--- src/rtl/ctr_pkg.sv ---
package ctr_pkg;

    typedef enum logic [1:0] {
        OP_HOLD  = 2'd0,
        OP_COUNT = 2'd1,
        OP_LOAD  = 2'd2,
        OP_CLEAR = 2'd3
    } ctr_op_e;

    typedef struct packed {
        logic clr_n;
        logic load_n;
        logic en_count;
        logic en_chain;
    } ctr_ctl_s;

    // Clear beats load, load beats count, count needs both enables.
    function automatic ctr_op_e pick_op(input ctr_ctl_s c);
        if (!c.clr_n)
            return OP_CLEAR;
        else if (!c.load_n)
            return OP_LOAD;
        else if (c.en_count && c.en_chain)
            return OP_COUNT;
        else
            return OP_HOLD;
    endfunction

endpackage

--- src/rtl/ctr_op_sel.sv ---
module ctr_op_sel
    import ctr_pkg::*;
(
    input  ctr_ctl_s ctl,
    output ctr_op_e  op
);

    always_comb begin
        op = pick_op(ctl);
    end

endmodule

--- src/rtl/ctr_lookahead.sv ---
module ctr_lookahead #(
    parameter int WIDTH = 4
) (
    input  logic [WIDTH-1:0] q,
    input  logic             en_chain,
    output logic [WIDTH-1:0] q_inc,
    output logic             term_carry
);

    // ones_below[i] is 1 when bits 0..i-1 are all 1. The same chain
    // gives the increment toggles and the terminal detect.
    logic [WIDTH:0] ones_below;

    assign ones_below[0] = 1'b1;

    generate
        for (genvar i = 0; i < WIDTH; i++) begin : g_bit
            assign ones_below[i+1] = ones_below[i] & q[i];
            assign q_inc[i]        = q[i] ^ ones_below[i];
        end
    endgenerate

    assign term_carry = en_chain & ones_below[WIDTH];

endmodule

--- src/rtl/ctr_state.sv ---
module ctr_state
    import ctr_pkg::*;
#(
    parameter int WIDTH = 4
) (
    input  logic             clk,
    input  ctr_op_e          op,
    input  logic [WIDTH-1:0] load_val,
    input  logic [WIDTH-1:0] inc_val,
    output logic [WIDTH-1:0] q
);

    always_ff @(posedge clk) begin
        case (op)
            OP_CLEAR: q <= '0;
            OP_LOAD:  q <= load_val;
            OP_COUNT: q <= inc_val;
            default:  q <= q;
        endcase
    end

endmodule

--- src/rtl/casc_counter.sv ---
module casc_counter
    import ctr_pkg::*;
#(
    parameter int WIDTH = 4
) (
    input  logic             clk,
    input  logic             sclr_n,
    input  logic             load_n,
    input  logic             en_count,
    input  logic             en_chain,
    input  logic [WIDTH-1:0] load_val,
    output logic [WIDTH-1:0] count,
    output logic             carry_out
);

    localparam logic [WIDTH-1:0] ALL_ONES = {WIDTH{1'b1}};

    ctr_ctl_s         ctl;
    ctr_op_e          op;
    logic [WIDTH-1:0] inc_val;

    assign ctl = '{clr_n: sclr_n, load_n: load_n,
                   en_count: en_count, en_chain: en_chain};

    ctr_op_sel u_op_sel (
        .ctl (ctl),
        .op  (op)
    );

    ctr_lookahead #(.WIDTH(WIDTH)) u_lookahead (
        .q          (count),
        .en_chain   (en_chain),
        .q_inc      (inc_val),
        .term_carry (carry_out)
    );

    ctr_state #(.WIDTH(WIDTH)) u_state (
        .clk      (clk),
        .op       (op),
        .load_val (load_val),
        .inc_val  (inc_val),
        .q        (count)
    );

    // Assertions start once the register has been cleared at least once.
    logic chk_primed = 1'b0;
    always_ff @(posedge clk) begin
        if (!sclr_n)
            chk_primed <= 1'b1;
    end

    a_r1_clear: assert property (@(posedge clk) disable iff (!chk_primed)
        !sclr_n |=> count == '0);

    a_r2_load: assert property (@(posedge clk) disable iff (!chk_primed)
        (sclr_n && !load_n) |=> count == $past(load_val));

    a_r3_load_no_enable: assert property (@(posedge clk) disable iff (!chk_primed)
        (sclr_n && !load_n && !en_count && !en_chain) |=> count == $past(load_val));

    a_r4_step: assert property (@(posedge clk) disable iff (!chk_primed)
        (sclr_n && load_n && en_count && en_chain && count != ALL_ONES)
        |=> count == WIDTH'($past(count) + 1'b1));

    a_r5_wrap: assert property (@(posedge clk) disable iff (!chk_primed)
        (sclr_n && load_n && en_count && en_chain && count == ALL_ONES)
        |=> count == '0);

    a_r6_hold: assert property (@(posedge clk) disable iff (!chk_primed)
        (sclr_n && load_n && !(en_count && en_chain)) |=> $stable(count));

    a_r7_gated: assert property (@(posedge clk) disable iff (!chk_primed)
        !en_chain |-> !carry_out);

    a_r7_next_zero: assert property (@(posedge clk) disable iff (!chk_primed)
        (carry_out && en_count && sclr_n && load_n) |=> count == '0);

endmodule

--- config.mk ---
export PLATFORM = sky130hd
export DESIGN_NAME = casc_counter
export DESIGN_NICKNAME = d
export VERILOG_FILES = /design/src/rtl/ctr_pkg.sv /design/src/rtl/ctr_op_sel.sv /design/src/rtl/ctr_lookahead.sv /design/src/rtl/ctr_state.sv /design/src/rtl/casc_counter.sv
export SDC_FILE = /design/constraint.sdc
export NUM_CORES = 1
export LEC_CHECK = 0
export ABC_AREA = 1
export BUFFER_PORTS_ARGS = -buffer_cell sky130_fd_sc_hd__buf_2
export CAP_MARGIN = 10
export CELL_PAD_IN_SITES_DETAIL_PLACEMENT = 0
export CELL_PAD_IN_SITES_GLOBAL_PLACEMENT = 1
export CORE_AREA = 3 3 40 42
export DETAILED_ROUTE_END_ITERATION = 6
export DIE_AREA = 0 0 43 45
export GPL_TIMING_DRIVEN = 0
export PLACE_DENSITY = 0.6
export SLEW_MARGIN = 10
export SYNTH_ARGS = -nofsm -noshare
export SYNTH_HDL_FRONTEND = slang
export SYNTH_SLANG_ARGS = --single-unit
--- constraint.sdc ---
create_clock -name clk -period 1.4 [get_ports clk]
set_input_delay 0.07 -clock clk [delete_from_list [all_inputs] [get_ports clk]]
set_output_delay 0.07 -clock clk [all_outputs]
set_load 0.05 [all_outputs]
Word-level counts from Yosys, hierarchy flattened
Cells that the tools add are included.

storage, ports and cells
  bits in registers = 4
  bits of input ports = 9
  output and inout bits = 5
  word-level logic and storage cells = 18

operators by class
  equality and inequality tests = 3
  muxes and demuxes = 4
  bitwise logic cells = 8
  reductions and logical operators = 2

operators with widths
  operator                                                               number
  4-bit one-hot mux with 3 select lines                                  1
  1-bit bitwise AND                                                      4
  2-bit equality test, second input constant                             2
  2-bit two-way mux                                                      2
  3-bit nonzero test                                                     1
  1-bit bitwise XOR                                                      3
  2-bit by 1-bit equality test with 1-bit output, second input constant  1
  1-bit logical AND                                                      1
  1-bit two-way mux                                                      1
  1-bit NOT                                                              1

Depth between registers and ports, before layout
  word-level depth = 6
  mapped depth = 5
  mapped depth without buffers = 5

Modules after synthesis
From an unflattened synthesis, not the netlist that was laid out.

unflattened totals
  cells, all modules = 32
  area total of the unflattened synthesis = 284.0 µm²

by module, submodules not included
  module         instances  cells an instance  area each (µm²)  sequential area each (µm²)
  ctr_state      1          23                 222.7            120.1
  ctr_lookahead  1          6                  48.8             0.0
  ctr_op_sel     1          3                  12.5             0.0

Least setup slack after synthesis
No wires, ideal clock.

  path kind = register to register
  start = register u_state.q[0]
  end = register u_state.q[3] (data pin)
  library setup time = 0.252 ns
  data arrival time = 1.421 ns
  data required time = 1.148 ns
  setup slack = -0.273 ns
  stages on the path, launching flop included = 6
  path buffers = 0
  period minus slack after synthesis = 1.673 ns
  path through = edfxtp_1 > ha_1 > ha_1 > ha_1 > nand2_1 > nand2_1

between the ends
  word-level cells in the longest chain between the ends = 4

RTL lines
  item                                   RTL line             RTL
  from (decl)                            ctr_state.sv:10      output logic [WIDTH-1:0] q
  from (signal assigned)                 ctr_state.sv:16      OP_LOAD: q <= load_val;
  from (signal assigned)                 ctr_state.sv:17      OP_COUNT: q <= inc_val;
  from (signal assigned)                 ctr_state.sv:18      default: q <= q;
  1-bit bitwise AND (2 in series)        ctr_lookahead.sv:18  assign ones_below[i+1] = ones_below[i] & q[i];
  1-bit bitwise XOR                      ctr_lookahead.sv:19  assign q_inc[i] = q[i] ^ ones_below[i];
  4-bit one-hot mux with 3 select lines  ctr_state.sv:14      case (op)

No other way between the ends.
A chain may end at the register's enable or synchronous reset.

Final worst setup path
  start = register u_state.q[0]
  end = output port carry_out

between the ends
  word-level cells in the longest chain between the ends = 4

RTL lines
  item                             RTL line             RTL
  1-bit bitwise AND (3 in series)  ctr_lookahead.sv:18
  1-bit bitwise AND                ctr_lookahead.sv:23  assign term_carry = en_chain & ones_below[WIDTH];
  to (decl)                        casc_counter.sv:13   output logic carry_out

No other way between the ends.

==> results.md <==
- The critical path arrival is 1.40 ns.
- At the worst endpoint, the required time is 1.33 ns.
- The number of max-slew violations in the final report is 0.
- The number of hold violations in the final report is 0.
- During placement, the flow inserted port buffers numbering 13.
- From bottom edge to top edge, the die measures about 45 um.
- In this run the power density over the cells is 957 mW/mm2.
- The mean instance size in the synthesized netlist is 8.94 um2.
- The overall overflow remaining after global route is 0.
- The number of maximum-capacitance constraint violations is 0.
- The flow ran to the end, but the final reports show violations.
- The number of antenna violations at the first check in global routing was 0.
- The routed design could run at a clock period as short as 1.47 ns.
- The final layout contains slightly below 60 nets.
- The clock tree buffer depth is 2.
- The count of H-tree levels built during CTS is 1.
- The met3 wire length is 78 um.
- The final setup violation count is 1.
- In this run, synthesis produced a sequential element count of 4.
- Traced cell by cell, the critical path runs through ha_2, ha_4, ha_4, nand2_2, clkinvlp_4, buf_6.
- In the final layout, flip-flops and latches occupy 120 um2.
- The first global-routing pass estimated 821 um of wire.
- Among all flip-flop cells after synthesis, the most frequent one is sky130_fd_sc_hd__edfxtp_1.
- The cell count after synthesis came out at 27.
- The number of global-route vias before repair is 205.
- For this block, wires on met1 add up to 216 um.
- The sequential fraction of the synthesis area is 49.7%.
- The standard-cell row count is 13.
- The critical path in this run is classified as reg -> out.
- The buffers plus inverters on the worst setup path is 2.
- The post-synth net total is 39.
- Summed over all instances, the cell type with the most area after synthesis is sky130_fd_sc_hd__edfxtp_1.
- The library cell with the highest instance count after synthesis is sky130_fd_sc_hd__nand2_1.
- The peak clock frequency supported by timing is 0.678 GHz.
- The worst hold path class is in -> reg.
- On the critical path, the stage with the largest delay is an instance of sky130_fd_sc_hd__edfxtp_1.
- The length of the first detailed-routing pass in iterations is 4.
- The cell family contributing the most delay on the critical path is adder cells.
- Clock tree synthesis inserted a total of 3 buffers.
- After clock tree synthesis, the clock-pin slew on the worst setup and hold paths is 0.03 ns.
- Routability-driven placement finished with a final weighted congestion of between 0.6 and 0.7.
- The total number of clock tree sinks is 4.
- The pin slew with the least headroom to its limit is roughly 0.25 ns.
- Once detail routing completed, the nets flagged for antenna violations numbered 0.
- In this run the worst path has a maximum fanout of 2.
- The routed length per placed instance is 8.24 um.
- The endpoint kind of the worst setup timing path is an output port.
- The total via count in the routed design is 222.
- Counting the fill cells in the layout gives between 100 and 150.
- The clock network latency to the later pin of the worst-skew pair is 0.23 ns.
- The largest single stage delay on the critical path is 0.39 ns.
- The average via count per standard cell is 3.76.
- The starting density of the core is 18.8%.
- The critical path startpoint category is a flip-flop.
- Cells fill 30.8% of the core in the end.
- The TritonCTS clock tree is built.
- The worst slew margin relative to its limit is 83.4%.
- The post-synth design cell area is 241 um2.
- The met2 layer wire length in the routed design is 191 um.
- Setup repair after global routing could not meet its margin everywhere.
- For the final routed database, the setup TNS stands at -0.0748 ns.
- Once layout is complete, the cells apart from fillers number 59.
- The highest metal layer used by the detailed router is met3.
- The largest registers in the layout are u_state.q (4).
- The total I/O pin count is 14.
- The cell count after placement is 55.
- Cells with a size suffix above 1 make up around 52% of the layout.
- The first routing iteration left 2 violations.
- The worst setup skew after layout is 0.00230 ns.
- The horizontal die dimension is 43 um.
- The share of flip-flops with an asynchronous set or reset after synthesis is 0%.
- The largest net degree at the start of global routing is 7.
- The peak supply drop is approximately 0.3 mV.
- The routed design has 486 um of wire.
- The synthesis-to-layout area growth is 63.7%.
- The commonest cells after synthesis are 11 x sky130_fd_sc_hd__nand2_1, 5 x sky130_fd_sc_hd__nand3_1, 4 x sky130_fd_sc_hd__edfxtp_1.
- The worst path uses 105% of the clock period.
- The register with the most flip-flops in the layout has 4 of them.
- By area the synthesized netlist is led by sky130_fd_sc_hd__edfxtp_1 50%, sky130_fd_sc_hd__nand2_1 17%, sky130_fd_sc_hd__ha_1 16%, sky130_fd_sc_hd__nand3_1 10%, sky130_fd_sc_hd__inv_1 4.7%.
- 0 antenna diodes ended up in the layout.
- The area of the core region is 0.00128 mm2.
- For this design the static power due to leakage is 0.193 nW.
- The area of the die is 0.00194 mm2.
- The register bank with the most flops is u_state.q.
- The count of unique library cells instantiated by Yosys is 6.
- Counting flops with a built-in enable in the synthesized netlist gives 4.
- Counting stages on the worst path, the most repeated cell is sky130_fd_sc_hd__ha_4.
- After detailed routing, the number of remaining DRC violations is 0.
- The multi-input logic area is 140 um2.
- The checks that failed: negative setup slack.
- For this run, the number of Yosys warnings is 0.
- For this run, the total global-route usage over all layers was measured as 6.34%.
- Across all setup checks in the final design, the least slack found is -0.0748 ns.
- The root buffer cell chosen for the clock tree is sky130_fd_sc_hd__clkbuf_4.
- The top cell type's share of synthesized area is 49.7%.
[worst register-to-register path, cell delays in order (launching register included)]
cell and delay, ns:
sky130_fd_sc_hd__edfxtp_1 0.39, sky130_fd_sc_hd__ha_2 0.20, sky130_fd_sc_hd__ha_4 0.16, sky130_fd_sc_hd__ha_4 0.20, sky130_fd_sc_hd__nand2_1 0.06, sky130_fd_sc_hd__nand2_1 0.04
[cells by family after synthesis]
group	Yosys count	share of synthesized area, %
and+or+nand+nor	17	30.1
adders and majority gates	3	15.5
buffers and inverters	3	4.66
DFF	4	49.7
[repair_timing]
| action | in CTS | in global routing |
|---|---|---|
| setup buffers | 1 | 0 |
| cloned | 0 | 0 |
| setup endpoints to repair | 1 | 1 |
| hold buffers | 0 | 0 |
| resized for setup | 2 | 0 |
[power breakdown]
group / total (mW) / switching (mW) / internal, mW / leakage, nW
combinational: 0.0864 / 0.0585 / 0.0279 / 0.134
sequential: 0.151 / 0.00710 / 0.144 / 0.0448
clock: 0.141 / 0.0449 / 0.0957 / 0.0138
[through the flow]
step | instance area, um2 | hold slack [ns] | total power, mW | worst slack (ns)
3_5_place_dp | 359 | 0.382 | 0.237 | 0.0872
3_3_place_gp | 359 | 0.385 | 0.237 | 0.0894
6_report | 395 | 0.141 | 0.378 | -0.0748
4_1_cts | 395 | 0.140 | 0.386 | -0.0914
5_1_grt | 395 | 0.170 | 0.395 | -0.141
2_1_floorplan | 275 | 0.283 | 0.209 | -0.191
[metal layers]
layer	up-vias	GRT usage, %
li1	125	-
met1	83	7.04
met2	14	8.08
met3	0	3.19
met4	0	7.23
met5	-	0
[path summary, 6_finish.rpt]
kind / startpoint / endpoint / slack [ns] / cells after the start
setup / recovery: u_state.q[0]$_DFFE_PP_ / carry_out / -0.07 / 6
hold / removal: load_val[0] / u_state.q[0]$_DFFE_PP_ / 0.14 / 3
setup reg to reg: u_state.q[0]$_DFFE_PP_ / u_state.q[3]$_DFFE_PP_ / 0.12 / 5
hold reg to reg: u_state.q[0]$_DFFE_PP_ / u_state.q[1]$_DFFE_PP_ / 0.69 / 3
[layout by cell type, fill, tap and decap left out]
master,instances
sky130_fd_sc_hd__buf_4,1
sky130_fd_sc_hd__edfxtp_1,4
sky130_fd_sc_hd__clkinvlp_4,1
sky130_fd_sc_hd__ha_4,2
sky130_fd_sc_hd__buf_2,12
sky130_fd_sc_hd__nand3_1,5
sky130_fd_sc_hd__inv_1,2
sky130_fd_sc_hd__nand2_1,10
sky130_fd_sc_hd__ha_2,1
sky130_fd_sc_hd__nand2_2,1
sky130_fd_sc_hd__clkbuf_4,3
sky130_fd_sc_hd__buf_6,1
sky130_fd_sc_hd__nor2_2,1
[area by class of cell]
type | count | share of cell area [%]
inverter | 3 | 3.80
sequential | 4 | 30.4
timing repair buffer | 14 | 19.9
multi-input combinational | 20 | 35.4
clock buffer | 3 | 5.70
tap | 15 | 4.75
Note: power is estimated with default switching activity, not from simulation.
